## src/rtl/dds_load_pkg.sv

```systemverilog
package dds_load_pkg;

  // Serial framing engine phases
  typedef enum logic [1:0] {
    SH_IDLE  = 2'd0,
    SH_SHIFT = 2'd1,
    SH_GAP   = 2'd2
  } shift_st_e;

  // Word sequencing phases
  typedef enum logic [1:0] {
    SQ_IDLE = 2'd0,
    SQ_CTRL = 2'd1,
    SQ_LO   = 2'd2,
    SQ_HI   = 2'd3
  } seq_st_e;

endpackage

```

## src/rtl/sclk_tick_gen.sv

```systemverilog
module sclk_tick_gen #(
  parameter int unsigned HALF = 2
) (
  input  logic clk,
  input  logic rst_n,
  input  logic run,
  output logic tick
);

  generate
    if (HALF == 1) begin : g_pass
      assign tick = run;
    end else begin : g_cnt
      localparam int unsigned CW = $clog2(HALF);
      localparam logic [CW-1:0] LAST = CW'(HALF - 1);

      logic [CW-1:0] cnt_q;
      logic [CW-1:0] cnt_d;
      logic          wrap;

      assign wrap = (cnt_q == LAST);

      always_comb begin
        cnt_d = cnt_q;
        if (!run) begin
          cnt_d = '0;
        end else if (wrap) begin
          cnt_d = '0;
        end else begin
          cnt_d = cnt_q + 1'b1;
        end
      end

      always_ff @(posedge clk or negedge rst_n) begin
        if (!rst_n) begin
          cnt_q <= '0;
        end else begin
          cnt_q <= cnt_d;
        end
      end

      assign tick = run && wrap;


      cnt_range_chk: assert property (@(posedge clk) disable iff (!rst_n)
        cnt_q <= LAST);


      tick_spacing_chk: assert property (@(posedge clk) disable iff (!rst_n)
        tick |=> !tick);
    end
  endgenerate

endmodule

```

## src/rtl/frame_shifter.sv

```systemverilog
module frame_shifter
  import dds_load_pkg::*;
#(
  parameter int unsigned WORD_W = 16
) (
  input  logic              clk,
  input  logic              rst_n,
  input  logic              tick,
  input  logic              start,
  input  logic [WORD_W-1:0] word,
  output logic              busy,
  output logic              word_done,
  output logic              fsync_n,
  output logic              sclk,
  output logic              sdata
);

  localparam int unsigned BCW = $clog2(WORD_W + 1);
  localparam logic [BCW-1:0] BITS_ALL = BCW'(WORD_W);

  shift_st_e         st_q, st_d;
  logic [WORD_W-1:0] shreg_q, shreg_d;
  logic [BCW-1:0]    bits_q, bits_d;
  logic              sclk_q, sclk_d;
  logic              fsync_q, fsync_d;
  logic              gap_q, gap_d;

  always_comb begin
    st_d    = st_q;
    shreg_d = shreg_q;
    bits_d  = bits_q;
    sclk_d  = sclk_q;
    fsync_d = fsync_q;
    gap_d   = gap_q;
    unique case (st_q)
      SH_IDLE: begin
        if (start) begin
          st_d    = SH_SHIFT;
          shreg_d = word;
          bits_d  = '0;
          fsync_d = 1'b0;
          sclk_d  = 1'b1;
        end
      end
      SH_SHIFT: begin
        if (tick) begin
          if (sclk_q) begin
            // falling edge: receiver samples the current MSB
            sclk_d = 1'b0;
            bits_d = bits_q + 1'b1;
          end else begin
            // rising edge: present next bit or close the frame
            sclk_d = 1'b1;
            if (bits_q == BITS_ALL) begin
              fsync_d = 1'b1;
              st_d    = SH_GAP;
              gap_d   = 1'b0;
            end else begin
              shreg_d = {shreg_q[WORD_W-2:0], 1'b0};
            end
          end
        end
      end
      SH_GAP: begin
        if (tick) begin
          if (gap_q) begin
            st_d = SH_IDLE;
          end else begin
            gap_d = 1'b1;
          end
        end
      end
      default: st_d = SH_IDLE;
    endcase
  end

  always_ff @(posedge clk or negedge rst_n) begin
    if (!rst_n) begin
      st_q    <= SH_IDLE;
      shreg_q <= '0;
      bits_q  <= '0;
      sclk_q  <= 1'b1;
      fsync_q <= 1'b1;
      gap_q   <= 1'b0;
    end else begin
      st_q    <= st_d;
      shreg_q <= shreg_d;
      bits_q  <= bits_d;
      sclk_q  <= sclk_d;
      fsync_q <= fsync_d;
      gap_q   <= gap_d;
    end
  end

  assign busy      = (st_q != SH_IDLE);
  assign word_done = (st_q == SH_GAP) && tick && gap_q;
  assign fsync_n   = fsync_q;
  assign sclk      = sclk_q;
  assign sdata     = shreg_q[WORD_W-1];


  sdata_hold_chk: assert property (@(posedge clk) disable iff (!rst_n)
    (!sclk_q && !fsync_q) |=> (sclk_q || $stable(shreg_q[WORD_W-1])));


  bits_range_chk: assert property (@(posedge clk) disable iff (!rst_n)
    bits_q <= BITS_ALL);


  frame_len_chk: assert property (@(posedge clk) disable iff (!rst_n)
    $rose(fsync_q) |-> (bits_q == BITS_ALL));


  start_idle_chk: assert property (@(posedge clk) disable iff (!rst_n)
    start |-> (st_q == SH_IDLE));


  idle_lines_chk: assert property (@(posedge clk) disable iff (!rst_n)
    (st_q == SH_IDLE) |-> (fsync_q && sclk_q));

endmodule

```

## src/rtl/update_sequencer.sv

```systemverilog
module update_sequencer
  import dds_load_pkg::*;
#(
  parameter int unsigned WORD_W    = 16,
  parameter int unsigned SEL_W     = 2,
  parameter int unsigned TW_W      = 28,
  parameter logic [WORD_W-1:0] CTRL_FULL = 16'h2000,
  parameter logic [WORD_W-1:0] CTRL_FAST = 16'h0000,
  parameter logic [SEL_W-1:0]  FREQ_SEL  = 2'b01
) (
  input  logic              clk,
  input  logic              rst_n,
  input  logic              req_valid,
  input  logic [TW_W-1:0]   req_tw,
  input  logic              req_full,
  output logic              req_ready,
  output logic              done,
  input  logic              word_done,
  output logic              start,
  output logic [WORD_W-1:0] word
);

  localparam int unsigned HALF_W = WORD_W - SEL_W;

  seq_st_e         st_q, st_d;
  logic [TW_W-1:0] tw_q, tw_d;
  logic            full_q, full_d;
  logic            issued_q, issued_d;
  logic            done_q, done_d;

  assign req_ready = (st_q == SQ_IDLE);
  assign start     = (st_q != SQ_IDLE) && !issued_q;
  assign done      = done_q;

  always_comb begin
    unique case (st_q)
      SQ_CTRL: word = full_q ? CTRL_FULL : CTRL_FAST;
      SQ_LO:   word = {FREQ_SEL, tw_q[HALF_W-1:0]};
      SQ_HI:   word = {FREQ_SEL, tw_q[TW_W-1:HALF_W]};
      default: word = '0;
    endcase
  end

  always_comb begin
    st_d     = st_q;
    tw_d     = tw_q;
    full_d   = full_q;
    issued_d = issued_q;
    done_d   = 1'b0;
    if (start) begin
      issued_d = 1'b1;
    end
    unique case (st_q)
      SQ_IDLE: begin
        if (req_valid) begin
          st_d     = SQ_CTRL;
          tw_d     = req_tw;
          full_d   = req_full;
          issued_d = 1'b0;
        end
      end
      SQ_CTRL: begin
        if (word_done) begin
          st_d     = SQ_LO;
          issued_d = 1'b0;
        end
      end
      SQ_LO: begin
        if (word_done) begin
          issued_d = 1'b0;
          if (full_q) begin
            st_d = SQ_HI;
          end else begin
            st_d   = SQ_IDLE;
            done_d = 1'b1;
          end
        end
      end
      SQ_HI: begin
        if (word_done) begin
          st_d     = SQ_IDLE;
          issued_d = 1'b0;
          done_d   = 1'b1;
        end
      end
      default: st_d = SQ_IDLE;
    endcase
  end

  always_ff @(posedge clk or negedge rst_n) begin
    if (!rst_n) begin
      st_q     <= SQ_IDLE;
      tw_q     <= '0;
      full_q   <= 1'b0;
      issued_q <= 1'b0;
      done_q   <= 1'b0;
    end else begin
      st_q     <= st_d;
      tw_q     <= tw_d;
      full_q   <= full_d;
      issued_q <= issued_d;
      done_q   <= done_d;
    end
  end


  accept_busy_chk: assert property (@(posedge clk) disable iff (!rst_n)
    (req_valid && req_ready) |=> !req_ready);


  done_pulse_chk: assert property (@(posedge clk) disable iff (!rst_n)
    done |=> !done);


  fast_no_hi_chk: assert property (@(posedge clk) disable iff (!rst_n)
    (st_q == SQ_HI) |-> full_q);


  tw_hold_chk: assert property (@(posedge clk) disable iff (!rst_n)
    (!req_ready && $past(!req_ready)) |-> $stable(tw_q));

endmodule

```

## src/rtl/dds_freq_loader.sv

```systemverilog
module dds_freq_loader #(
  parameter int unsigned WORD_W    = 16,
  parameter int unsigned SEL_W     = 2,
  parameter int unsigned SCLK_HALF = 2,
  parameter logic [WORD_W-1:0] CTRL_FULL = 16'h2000,
  parameter logic [WORD_W-1:0] CTRL_FAST = 16'h0000,
  parameter logic [SEL_W-1:0]  FREQ_SEL  = 2'b01,
  localparam int unsigned TW_W = 2 * (WORD_W - SEL_W)
) (
  input  logic            clk,
  input  logic            rst_n,
  input  logic            req_valid,
  output logic            req_ready,
  input  logic [TW_W-1:0] req_tw,
  input  logic            req_full,
  output logic            done,
  output logic            dds_fsync_n,
  output logic            dds_sclk,
  output logic            dds_sdata
);

  logic              tick;
  logic              sh_busy;
  logic              word_done;
  logic              start;
  logic [WORD_W-1:0] word;

  sclk_tick_gen #(
    .HALF (SCLK_HALF)
  ) u_div (
    .clk   (clk),
    .rst_n (rst_n),
    .run   (sh_busy),
    .tick  (tick)
  );

  update_sequencer #(
    .WORD_W    (WORD_W),
    .SEL_W     (SEL_W),
    .TW_W      (TW_W),
    .CTRL_FULL (CTRL_FULL),
    .CTRL_FAST (CTRL_FAST),
    .FREQ_SEL  (FREQ_SEL)
  ) u_seq (
    .clk       (clk),
    .rst_n     (rst_n),
    .req_valid (req_valid),
    .req_tw    (req_tw),
    .req_full  (req_full),
    .req_ready (req_ready),
    .done      (done),
    .word_done (word_done),
    .start     (start),
    .word      (word)
  );

  frame_shifter #(
    .WORD_W (WORD_W)
  ) u_shf (
    .clk       (clk),
    .rst_n     (rst_n),
    .tick      (tick),
    .start     (start),
    .word      (word),
    .busy      (sh_busy),
    .word_done (word_done),
    .fsync_n   (dds_fsync_n),
    .sclk      (dds_sclk),
    .sdata     (dds_sdata)
  );


  done_fsync_chk: assert property (@(posedge clk) disable iff (!rst_n)
    done |-> (dds_fsync_n && req_ready));

endmodule

```

## config.mk

```make
export PLATFORM = sky130hd
export DESIGN_NAME = dds_freq_loader
export DESIGN_NICKNAME = d
export VERILOG_FILES = /design/src/rtl/dds_load_pkg.sv /design/src/rtl/sclk_tick_gen.sv /design/src/rtl/frame_shifter.sv /design/src/rtl/update_sequencer.sv /design/src/rtl/dds_freq_loader.sv
export SDC_FILE = /design/constraint.sdc
export NUM_CORES = 1
export LEC_CHECK = 0
export ABC_AREA = 0
export ABC_CLOCK_PERIOD_IN_PS = 4750
export CAP_MARGIN = 40
export CORE_MARGIN = 2
export CORE_UTILIZATION = 65
export DETAILED_ROUTE_END_ITERATION = 8
export DONT_BUFFER_PORTS = 1
export PLACE_DENSITY = 0.92
export SLEW_MARGIN = 20
export SYNTH_ARGS = -nofsm -noshare
export SYNTH_HDL_FRONTEND = slang
export SYNTH_SLANG_ARGS = --single-unit
```

## constraint.sdc

```tcl
create_clock -name clk -period 4.75 [get_ports clk]
set_input_delay 0.475 -clock clk [delete_from_list [all_inputs] [get_ports clk]]
set_output_delay 0.475 -clock clk [all_outputs]
set_load 0.03 [all_outputs]
```

### Yosys cells after proc, flatten, opt, wreduce, memory -nomap -nowiden

Cells that the tools add are included.

* eq/ne operators: 18
* muxes and demuxes: 48
* reductions and logical operators: 20
* $add $sub $neg: 2

Operators by type and width (number)
* $mux W16: 4
* $pmux W16 S3: 1
* $pmux W16 S2: 1
* $mux W2: 11
* $mux W1: 19
* $ne A2 B1 Y1 const B: 8
* $mux W5: 3
* $reduce_and A5 Y1: 3
* $mux W14: 1
* $pmux W1 S2: 5
* $pmux W5 S2: 1
* $ne A2 B2 Y1 const B: 4
* $pmux W2 S4: 1
* $reduce_and A4 Y1: 2
* $reduce_bool A2 Y1: 4
* $eq A2 B2 Y1 const B: 3
* $pmux W2 S3: 1
* $reduce_and A6 Y1: 1
* $add A5 B1 Y5 const B: 1
* $eq A5 B5 Y1 const B: 1
* $eq A2 B1 Y1 const B: 2
* $logic_and A1 B1 Y1: 4
* $logic_not A2 Y1: 2
* $reduce_and A3 Y1: 1
* 4 further kinds: 4

* register bits: 60
* logic and storage cells: 100
* output and inout port bits: 5
* input port bits: 32

### Depth between registers and ports, before layout

Gate-level depths: netlist (run 1).

* depth after elaboration: 6
* mapped depth: 7
* depth with buffers taken out: 6

### By module

Synthesis (run 1) repeated with hierarchy kept, for this count alone.

* cell total of the unflattened synthesis: 223
* area total of the unflattened synthesis: 2960.3 µm²

Modules (own cells, without submodules)
* update_sequencer: cells each 114, area an instance 1527.7 µm², instances 1, seq. area each 825.8 µm²
* frame_shifter: cells each 106, area an instance 1391.3 µm², instances 1, seq. area each 653.1 µm²
* sclk_tick_gen: cells each 3, area an instance 41.3 µm², instances 1, seq. area each 25.0 µm²

### Worst setup path after synthesis (run 1)

No wires, ideal clock.

* path type: register to register
* from: reg u_shf.sclk_q, in the netlist u_shf.sclk
* to: reg u_shf.shreg_q[10]
* library setup time: 0.125 ns
* path buffers: 2
* cell stages (with the launch flop): 6
* setup slack: 2.863 ns
* arrival time: 1.762 ns
* period minus slack after synthesis: 1.887 ns
* required time: 4.625 ns
* cell sequence: dfstp_2 -> clkbuf_1 -> nor3_2 -> o21ai_2 -> buf_6 -> mux2_4

* cells in the longest elaborated chain, start to end: 2

Ends and longest elaborated chain
* start, declared: line frame_shifter.sv:24 `logic sclk_q, sclk_d;`
* start signal, assigned: line frame_shifter.sv:89 `sclk_q <= sclk_d;`
* $ne A2 B2 Y1 (no line)
* $reduce_and A5 Y1 (no line)
* end signal, assigned: line frame_shifter.sv:87 `shreg_q <= shreg_d;`
* end, declared: line frame_shifter.sv:22 `logic [WORD_W-1:0] shreg_q, shreg_d;`

No other way between the ends.
A chain may end at the register's enable or synchronous reset.

### Final worst setup path (run 1)

* from: reg u_seq.st_q[0]
* to: reg u_shf.shreg_q[2]

* cells in the longest elaborated chain, start to end: 4
* elaborated cells on any way between the ends: 10
* those cells by class: 4 x eq/ne; 3 x mux; 3 x reduce/logical

Ends and longest elaborated chain
* start, declared: line update_sequencer.sv:25 `seq_st_e st_q, st_d;`
* start signal, assigned: line update_sequencer.sv:98 `st_q <= st_d;`
* $eq A2 B2 Y1 (tied with other cells): line update_sequencer.sv:36 `unique case (st_q)`
* $pmux W16 S3 or $logic_and A1 B1 Y1 (tied branches): line update_sequencer.sv:36, update_sequencer.sv:32
* $mux W16 or $ne A2 B2 Y1 (tied branches)
* $pmux W16 S2 or $reduce_and A5 Y1 (tied branches)

Several ways; a longest one is shown, not always the timed one. The select of a mux whose other input is x is not followed.

==> results of run 1 <==
==> power by group <==
group	internal, mW	switching (mW)
Combinational	0.00277	0.00897
Clock	0.339	0.192
Sequential	0.511	0
==> per-stage QoR <==
stage	cell area (um2)	total power, mW
6_report	3102	1.053
2_1_floorplan	2818	0.5210
3_3_place_gp	2803	0.5209
4_1_cts	3094	1.061
3_5_place_dp	2830	0.5209
5_1_grt	3102	1.090
==> registers in the layout, summed over array words and instances (netlist names) <==
| name | count |
|---|---|
| u_div.g_cnt.cnt_q | 1 |
| u_seq.tw_q | 28 |
| u_shf.st_q | 2 |
| u_seq.st_q | 2 |
| u_seq.issued_q | 1 |
| u_seq.full_q | 1 |
| u_shf.gap_q | 1 |
| u_seq.done | 1 |
| u_shf.bits_q | 5 |
| u_shf.shreg_q | 16 |
| u_shf.fsync_n | 1 |
| u_shf.sclk | 1 |
==> cell type report <==
class	instances	area [um2]	area share, %
multi-input cells	150	1207	38.93
flip-flops and latches	60	1504	48.49
clock inverters	3	67.56	2.178
clock buffers	13	168.9	5.446
repair buffers	4	61.31	1.977
well taps	50	62.56	2.017
inverters	8	30.03	0.9681
==> cell usage after synthesis (3+ instances only) <==
cell type,number
nor2_1,6
inv_1,8
nand2_1,18
mux2i_1,13
o21ai_0,19
mux2_2,37
nand3_1,9
clkbuf_1,4
dfrtp_1,58
nor3_1,3
mux2_4,8
buf_2,8
a21oi_1,5
==> final timing paths <==
kind | startpoint | to | depth (start not counted)
setup reg to reg | u_seq.st_q[0] | u_shf.shreg_q[2] | 5
min in group clk | req_tw[6] | u_seq.tw_q[6] | 1
hold / removal | rst_n | u_shf.bits_q[4] | 1
hold reg to reg | u_shf.shreg_q[0] | u_shf.shreg_q[0] | 1
max in group asynchronous | rst_n | u_shf.sclk | 1
setup / recovery | u_seq.st_q[0] | u_shf.shreg_q[2] | 5
==> metal layers <==
layer	track usage, %	vias to the layer above	routed length (um)
met4	9.829	0	106
met2	37.46	63	2560
met1	31.76	862	2204
li1	-	830	-
met3	8.430	8	327
met5	0	-	0
==> kinds of logic (layout without fill, tap and decap cells) <==
family | count (synthesis) | in the layout | share of synthesized area, %
compound gates | 41 | 41 | 9.325
fa+ha+maj | 2 | 2 | 0.8880
buf+inv | 22 | 28 | 3.819
flops | 60 | 60 | 53.37
mux | 58 | 58 | 23.67
simple gates | 49 | 49 | 8.925
==> critical path: cells and delay by family, from the launching register on <==
family	cells	cell delay, ns
muxes	1	0.34
AOI/OAI and AO/OA	1	0.57
DFF	1	0.55
buffers and inverters	1	0.23
and+or+nand+nor	2	0.49
==> what timing repair did <==
action / 4_1_cts / 5_1_grt
hold buffers: 1 / 0
endpoints found under the hold margin: 60 / 0
setup buffers: 0 / 0
==> results.sh, run 1 <==
export IMPL_final_antenna_net_count=0
export IMPL_maxCapViolations=0
export IMPL_slew_limit_headroom_pct=55.86
export IMPL_cp_max_fo=9
export IMPL_clk_latency_ns=0.33
export IMPL_post_route_drc_count=0
export IMPL_fin_nets=267
export IMPL_avgViaCountPerCell=6.122
export IMPL_synth_yosys_seq_area_share_pct=53.37
export IMPL_grt_overflow=0
export IMPL_setup_viol=0
export IMPL_final_cell_mix="dfrtp_1 (58), mux2_2 (37), o21ai_0 (19)"
export IMPL_peakVddDrop_mv=0.3250
export IMPL_dr_pass1_iters=4
export IMPL_h_tree_depth=3
export IMPL_synth_nets=266
export IMPL_worstPathCellList="nor2_4 -> nor3_1 -> o21ai_2 -> buf_6 -> mux2_2"
export IMPL_root_buffer="clkbuf_8"
export IMPL_path_clk_slew_ns=0.07
export IMPL_dp_slack_ns=2.482
export IMPL_end_kind="flip-flop"
export IMPL_port_buffers=0
export IMPL_hold_worst_slack_ns=-0.008889
export IMPL_grt_pass1_wl_mm=9.108
export IMPL_rsz0062_at_grt="no"
export IMPL_yosysUniqueCellTypes=38
export IMPL_wire_per_inst_um=18.05
export IMPL_p_per_area_nw_per_um2=339.6
export IMPL_nFillCells=247
export IMPL_cts_sinks=60
export IMPL_fmax_ghz=0.4324
export IMPL_clockBufferDepth=2
export IMPL_grt_util_all_layers_pct=24.35
export IMPL_grt_pass1_vias=1835
export IMPL_dp_hpwl_mm=3.391
export IMPL_slew_violations=0
export IMPL_yosys_warnings=0
export IMPL_place_inst=270
export IMPL_gp_congestion=0.7157
export IMPL_pin_count=37
export IMPL_timing_worst_setup_path_type="reg -> reg"
export IMPL_first_iter_violations=175
export IMPL_cellLeakagePower_nw=1.559
export IMPL_fin_crit_sh_pct=48.69
export IMPL_synthCells=232
export IMPL_critPathArrivalTime_ns=2.52
export IMPL_outcome="finished, violations left"
export IMPL_drt_wl_total_mm=5.198
export IMPL_holdCritPathClass="in -> async"
export IMPL_tightest_slew_ns=0.6621
export IMPL_final_common_cell="dfrtp_1"
export IMPL_syn_area_um2=2818
export IMPL_ys_top_cells_by_area="dfrtp_1 (52%), mux2_2 (15%), mux2i_1 (4.6%)"
export IMPL_rows=23
export IMPL_antenna_cells=0
export IMPL_fin_setup_tns_ns=0
export IMPL_cts_tree="done"
export IMPL_core_um2=4086
export IMPL_die_y_um=69.84
export IMPL_ys_ff_latch=60
export IMPL_startpoint_type="flip-flop"
export IMPL_area_delta_synth_final_pct=10.08
export IMPL_vias=1763
export IMPL_avgSynthCellArea_um2=12.15
export IMPL_layout_cells_non_filler=288
export IMPL_synth_top_cell_area_share_pct=51.51
export IMPL_cts_buffers=9
export IMPL_violations="hold timing"
export IMPL_fin_util_pct=75.90
export IMPL_grt_max_degree=61
export IMPL_r2r_slack_ns=2.44
export IMPL_antenna_found_initial=0
export IMPL_synth_top_cell_by_area="dfrtp_1"
export IMPL_die_x_um=69.84
export IMPL_skew_ns=0.01222
export IMPL_ys_flop_type="dfrtp_1"
export IMPL_slowest_delay_ns=0.57
export IMPL_ctsResizeCount=0
export IMPL_async_flop_share_pct=100.0
export IMPL_hold_viol=10
export IMPL_dieArea_um2=4878
export IMPL_crit_slowest_cell="o21ai_2"
export IMPL_synth_edf_count=0
export IMPL_drive_above_1_share_pct=30.25
export IMPL_required_ns=4.96
export IMPL_period_needed_ns=2.313
export IMPL_start_util_pct=68.95
export IMPL_fin_ws_ns=2.437
(Power assumes the default switching activity.)
==> run 2, diff against run 1 <==
Settings changed: ABC_AREA 0 to 1, ABC_CLOCK_PERIOD_IN_PS 4750 to 2220, CORE_UTILIZATION 65 to 63, PLACE_DENSITY 0.92 to 0.9.
Clock period 4.75 ns to 2.22 ns, I/O delays scaled along.
==> run 2 against run 1 <==
Effect of this change:
- the run now ends clean
- utilization down 3.4 points
- total power rose by 110%
- sequential power grew 110%
- synthesized area is 2.9% higher
- hold slack better by 0.021 ns
- final cell count grew 36%
- non-clock buffer count up 2
- largest power group unchanged
- highest routed layer unchanged
==> results.sh, run 2 <==
export IMPL_outcome="completed"
export IMPL_tightest_slew_ns=0.6774
export IMPL_hold_viol=0
export IMPL_slew_violations=0
export IMPL_critPathArrivalTime_ns=2.05
export IMPL_ctsHoldBuffers=2
export IMPL_yosysUniqueCellTypes=26
export IMPL_cts_sinks=60
export IMPL_async_flop_share_pct=100.0
export IMPL_drt_wl_total_mm=6.016
export IMPL_hold_worst_slack_ns=0.01202
export IMPL_synth_top_family_by_area="simple AND/OR/NAND/NOR gates"
export IMPL_fin_nets=368
export IMPL_fin_crit_sh_pct=80.82
export IMPL_clk_latency_ns=0.34
export IMPL_post_cts_setup_buffers=0
export IMPL_timing_worst_setup_path_type="reg -> reg"
export IMPL_cellLeakagePower_nw=1.774
export IMPL_yosys_warnings=0
export IMPL_final_cell_mix="nand2_1 (137), dfrtp_1 (58), nand3_1 (32)"
export IMPL_synth_simple_area_share_pct=28.53
export IMPL_largest_register="u_seq.tw_q"
export IMPL_antenna_cells=0
export IMPL_cts_tree="done"
export IMPL_path_clk_slew_ns=0.07
export IMPL_dieArea_um2=5160
export IMPL_place_inst=373
export IMPL_required_ns=2.47
export IMPL_area_delta_synth_final_pct=9.581
export IMPL_holdCritPathClass="in -> reg"
export IMPL_post_route_drc_count=0
export IMPL_cp_startpoint="u_shf.st_q[1]"
export IMPL_synth_top_cell_by_area="dfrtp_1"
export IMPL_synth_top_cell_area_share_pct=50.06
export IMPL_start_util_pct=66.12
export IMPL_vias=2245
export IMPL_fin_util_pct=72.46
export IMPL_synth_edf_count=0
export IMPL_rsz0062_at_grt="no"
export IMPL_syn_area_um2=2899
export IMPL_pin_count=37
export IMPL_die_y_um=71.84
export IMPL_synth_xor_xnor_area_share_pct=0
export IMPL_peakVddDrop_mv=0.6497
export IMPL_layout_cells_non_filler=391
export IMPL_final_common_cell="nand2_1"
export IMPL_grt_pass1_vias=2192
export IMPL_cp_max_fo=19
export IMPL_fmax_ghz=0.5573
export IMPL_dp_slack_ns=0.4645
export IMPL_grt_util_all_layers_pct=25.72
export IMPL_ys_ff_latch=60
export IMPL_first_iter_violations=168
export IMPL_hold_path_startpoint="req_tw[15]"
export IMPL_setup_viol=0
export IMPL_slew_limit_headroom_pct=54.68
export IMPL_port_buffers=0
export IMPL_core_um2=4384
export IMPL_synth_most_common_cell="nand2_1"
export IMPL_drive_above_1_share_pct=17.99
export IMPL_reg2reg_from="u_shf.st_q[1]"
export IMPL_fin_ws_ns=0.4257
export IMPL_ys_top_cells_by_area="dfrtp_1 (50%), nand2_1 (18%), mux2_2 (10%)"
export IMPL_h_tree_depth=3
export IMPL_avgSynthCellArea_um2=8.839
export IMPL_avgViaCountPerCell=5.742
export IMPL_top_regs="u_seq.tw_q: 28 flops, u_shf.shreg_q: 16 flops, u_shf.bits_q: 5 flops"
export IMPL_gp_congestion=0.7955
export IMPL_synthCells=328
export IMPL_synthAdderAreaFrac_pct=0.8632
export IMPL_synth_compound_area_share_pct=3.021
export IMPL_yosys_top_cells_count="nand2_1 (137), dfrtp_1 (58), nand3_1 (32)"
export IMPL_fin_setup_tns_ns=0
export IMPL_grt_overflow=0
export IMPL_antenna_found_initial=0
export IMPL_dr_pass1_iters=4
export IMPL_ys_flop_type="dfrtp_1"
export IMPL_dp_hpwl_mm=4.006
export IMPL_largest_reg_flops=28
export IMPL_maxCapViolations=0
export IMPL_grt_pass1_wl_mm=10.04
export IMPL_synth_yosys_seq_area_share_pct=51.88
export IMPL_cts_buffers=9
export IMPL_die_x_um=71.84
export IMPL_root_buffer="clkbuf_8"
export IMPL_synth_nets=362
export IMPL_startpoint_type="flip-flop"
export IMPL_skew_ns=0.006801
export IMPL_clockBufferDepth=2
export IMPL_period_needed_ns=1.794
export IMPL_synth_area_mux_share_pct=10.49
export IMPL_rows=24
export IMPL_p_per_area_nw_per_um2=700.1
export IMPL_end_kind="flip-flop"
export IMPL_wire_per_inst_um=15.39
export IMPL_final_antenna_net_count=0
export IMPL_ctsResizeCount=0
export IMPL_grt_max_degree=61
## run 2: layer usage
| layer | vias to the layer above | share of wire, % | GRT usage [%] |
|---|---|---|---|
| met4 | 0 | 2.7 | 12.37 |
| li1 | 1070 | - | - |
| met2 | 65 | 52 | 40.43 |
| met3 | 16 | 4.8 | 7.595 |
| met5 | - | 0 | 0 |
| met1 | 1094 | 40 | 32.86 |
## run 2: cell families (layout without fill, tap and decap cells)
group	Yosys count	after routing
AO/OA/AOI/OAI	17	17
adder cells (fa/ha/maj)	2	2
buffers and inverters	30	41
flip-flops	60	60
multiplexers	27	27
AND/OR/NAND/NOR	192	192
## run 2: critical path: stages (launching register included)
cell	delay [ns]
dfrtp_1	0.48
nor2_4	0.40
nand2_4	0.24
and2_1	0.29
nand2_2	0.15
nand2_1	0.06
o21ai_0	0.07
## run 2: layout make-up
| type | instances | area, um2 |
|---|---|---|
| clock buffer | 10 | 137.6 |
| clock inverter | 6 | 87.58 |
| tap | 52 | 65.06 |
| inverter | 19 | 71.32 |
| sequential | 60 | 1504 |
| multi-input combinational | 238 | 1244 |
| fill | 304 | 1207 |
| timing repair buffer | 6 | 67.56 |
## run 2: where the power goes
part           switching [mW]  internal (mW)
Combinational          0.0210        0.00680
Clock                   0.443          0.660
Sequential                  0           1.09
## run 2: through the flow
stage	power (mW)	instance area [um2]
3_5_place_dp	1.114	2914
6_report	2.224	3177
2_1_floorplan	1.115	2899
3_3_place_gp	1.114	2914
5_1_grt	2.279	3177
4_1_cts	2.235	3177
## run 2: final timing paths
check	cells after the start	slack [ns]	to
worst min-delay path	1	0.01	u_seq.tw_q[15]
worst min register to register	2	0.47	u_shf.shreg_q[3]
max in group asynchronous	2	1.55	u_shf.fsync_n
worst max-delay path	6	0.43	u_shf.bits_q[4]
min in group asynchronous	2	0.40	u_shf.bits_q[0]
worst max register to register	6	0.43	u_shf.bits_q[4]
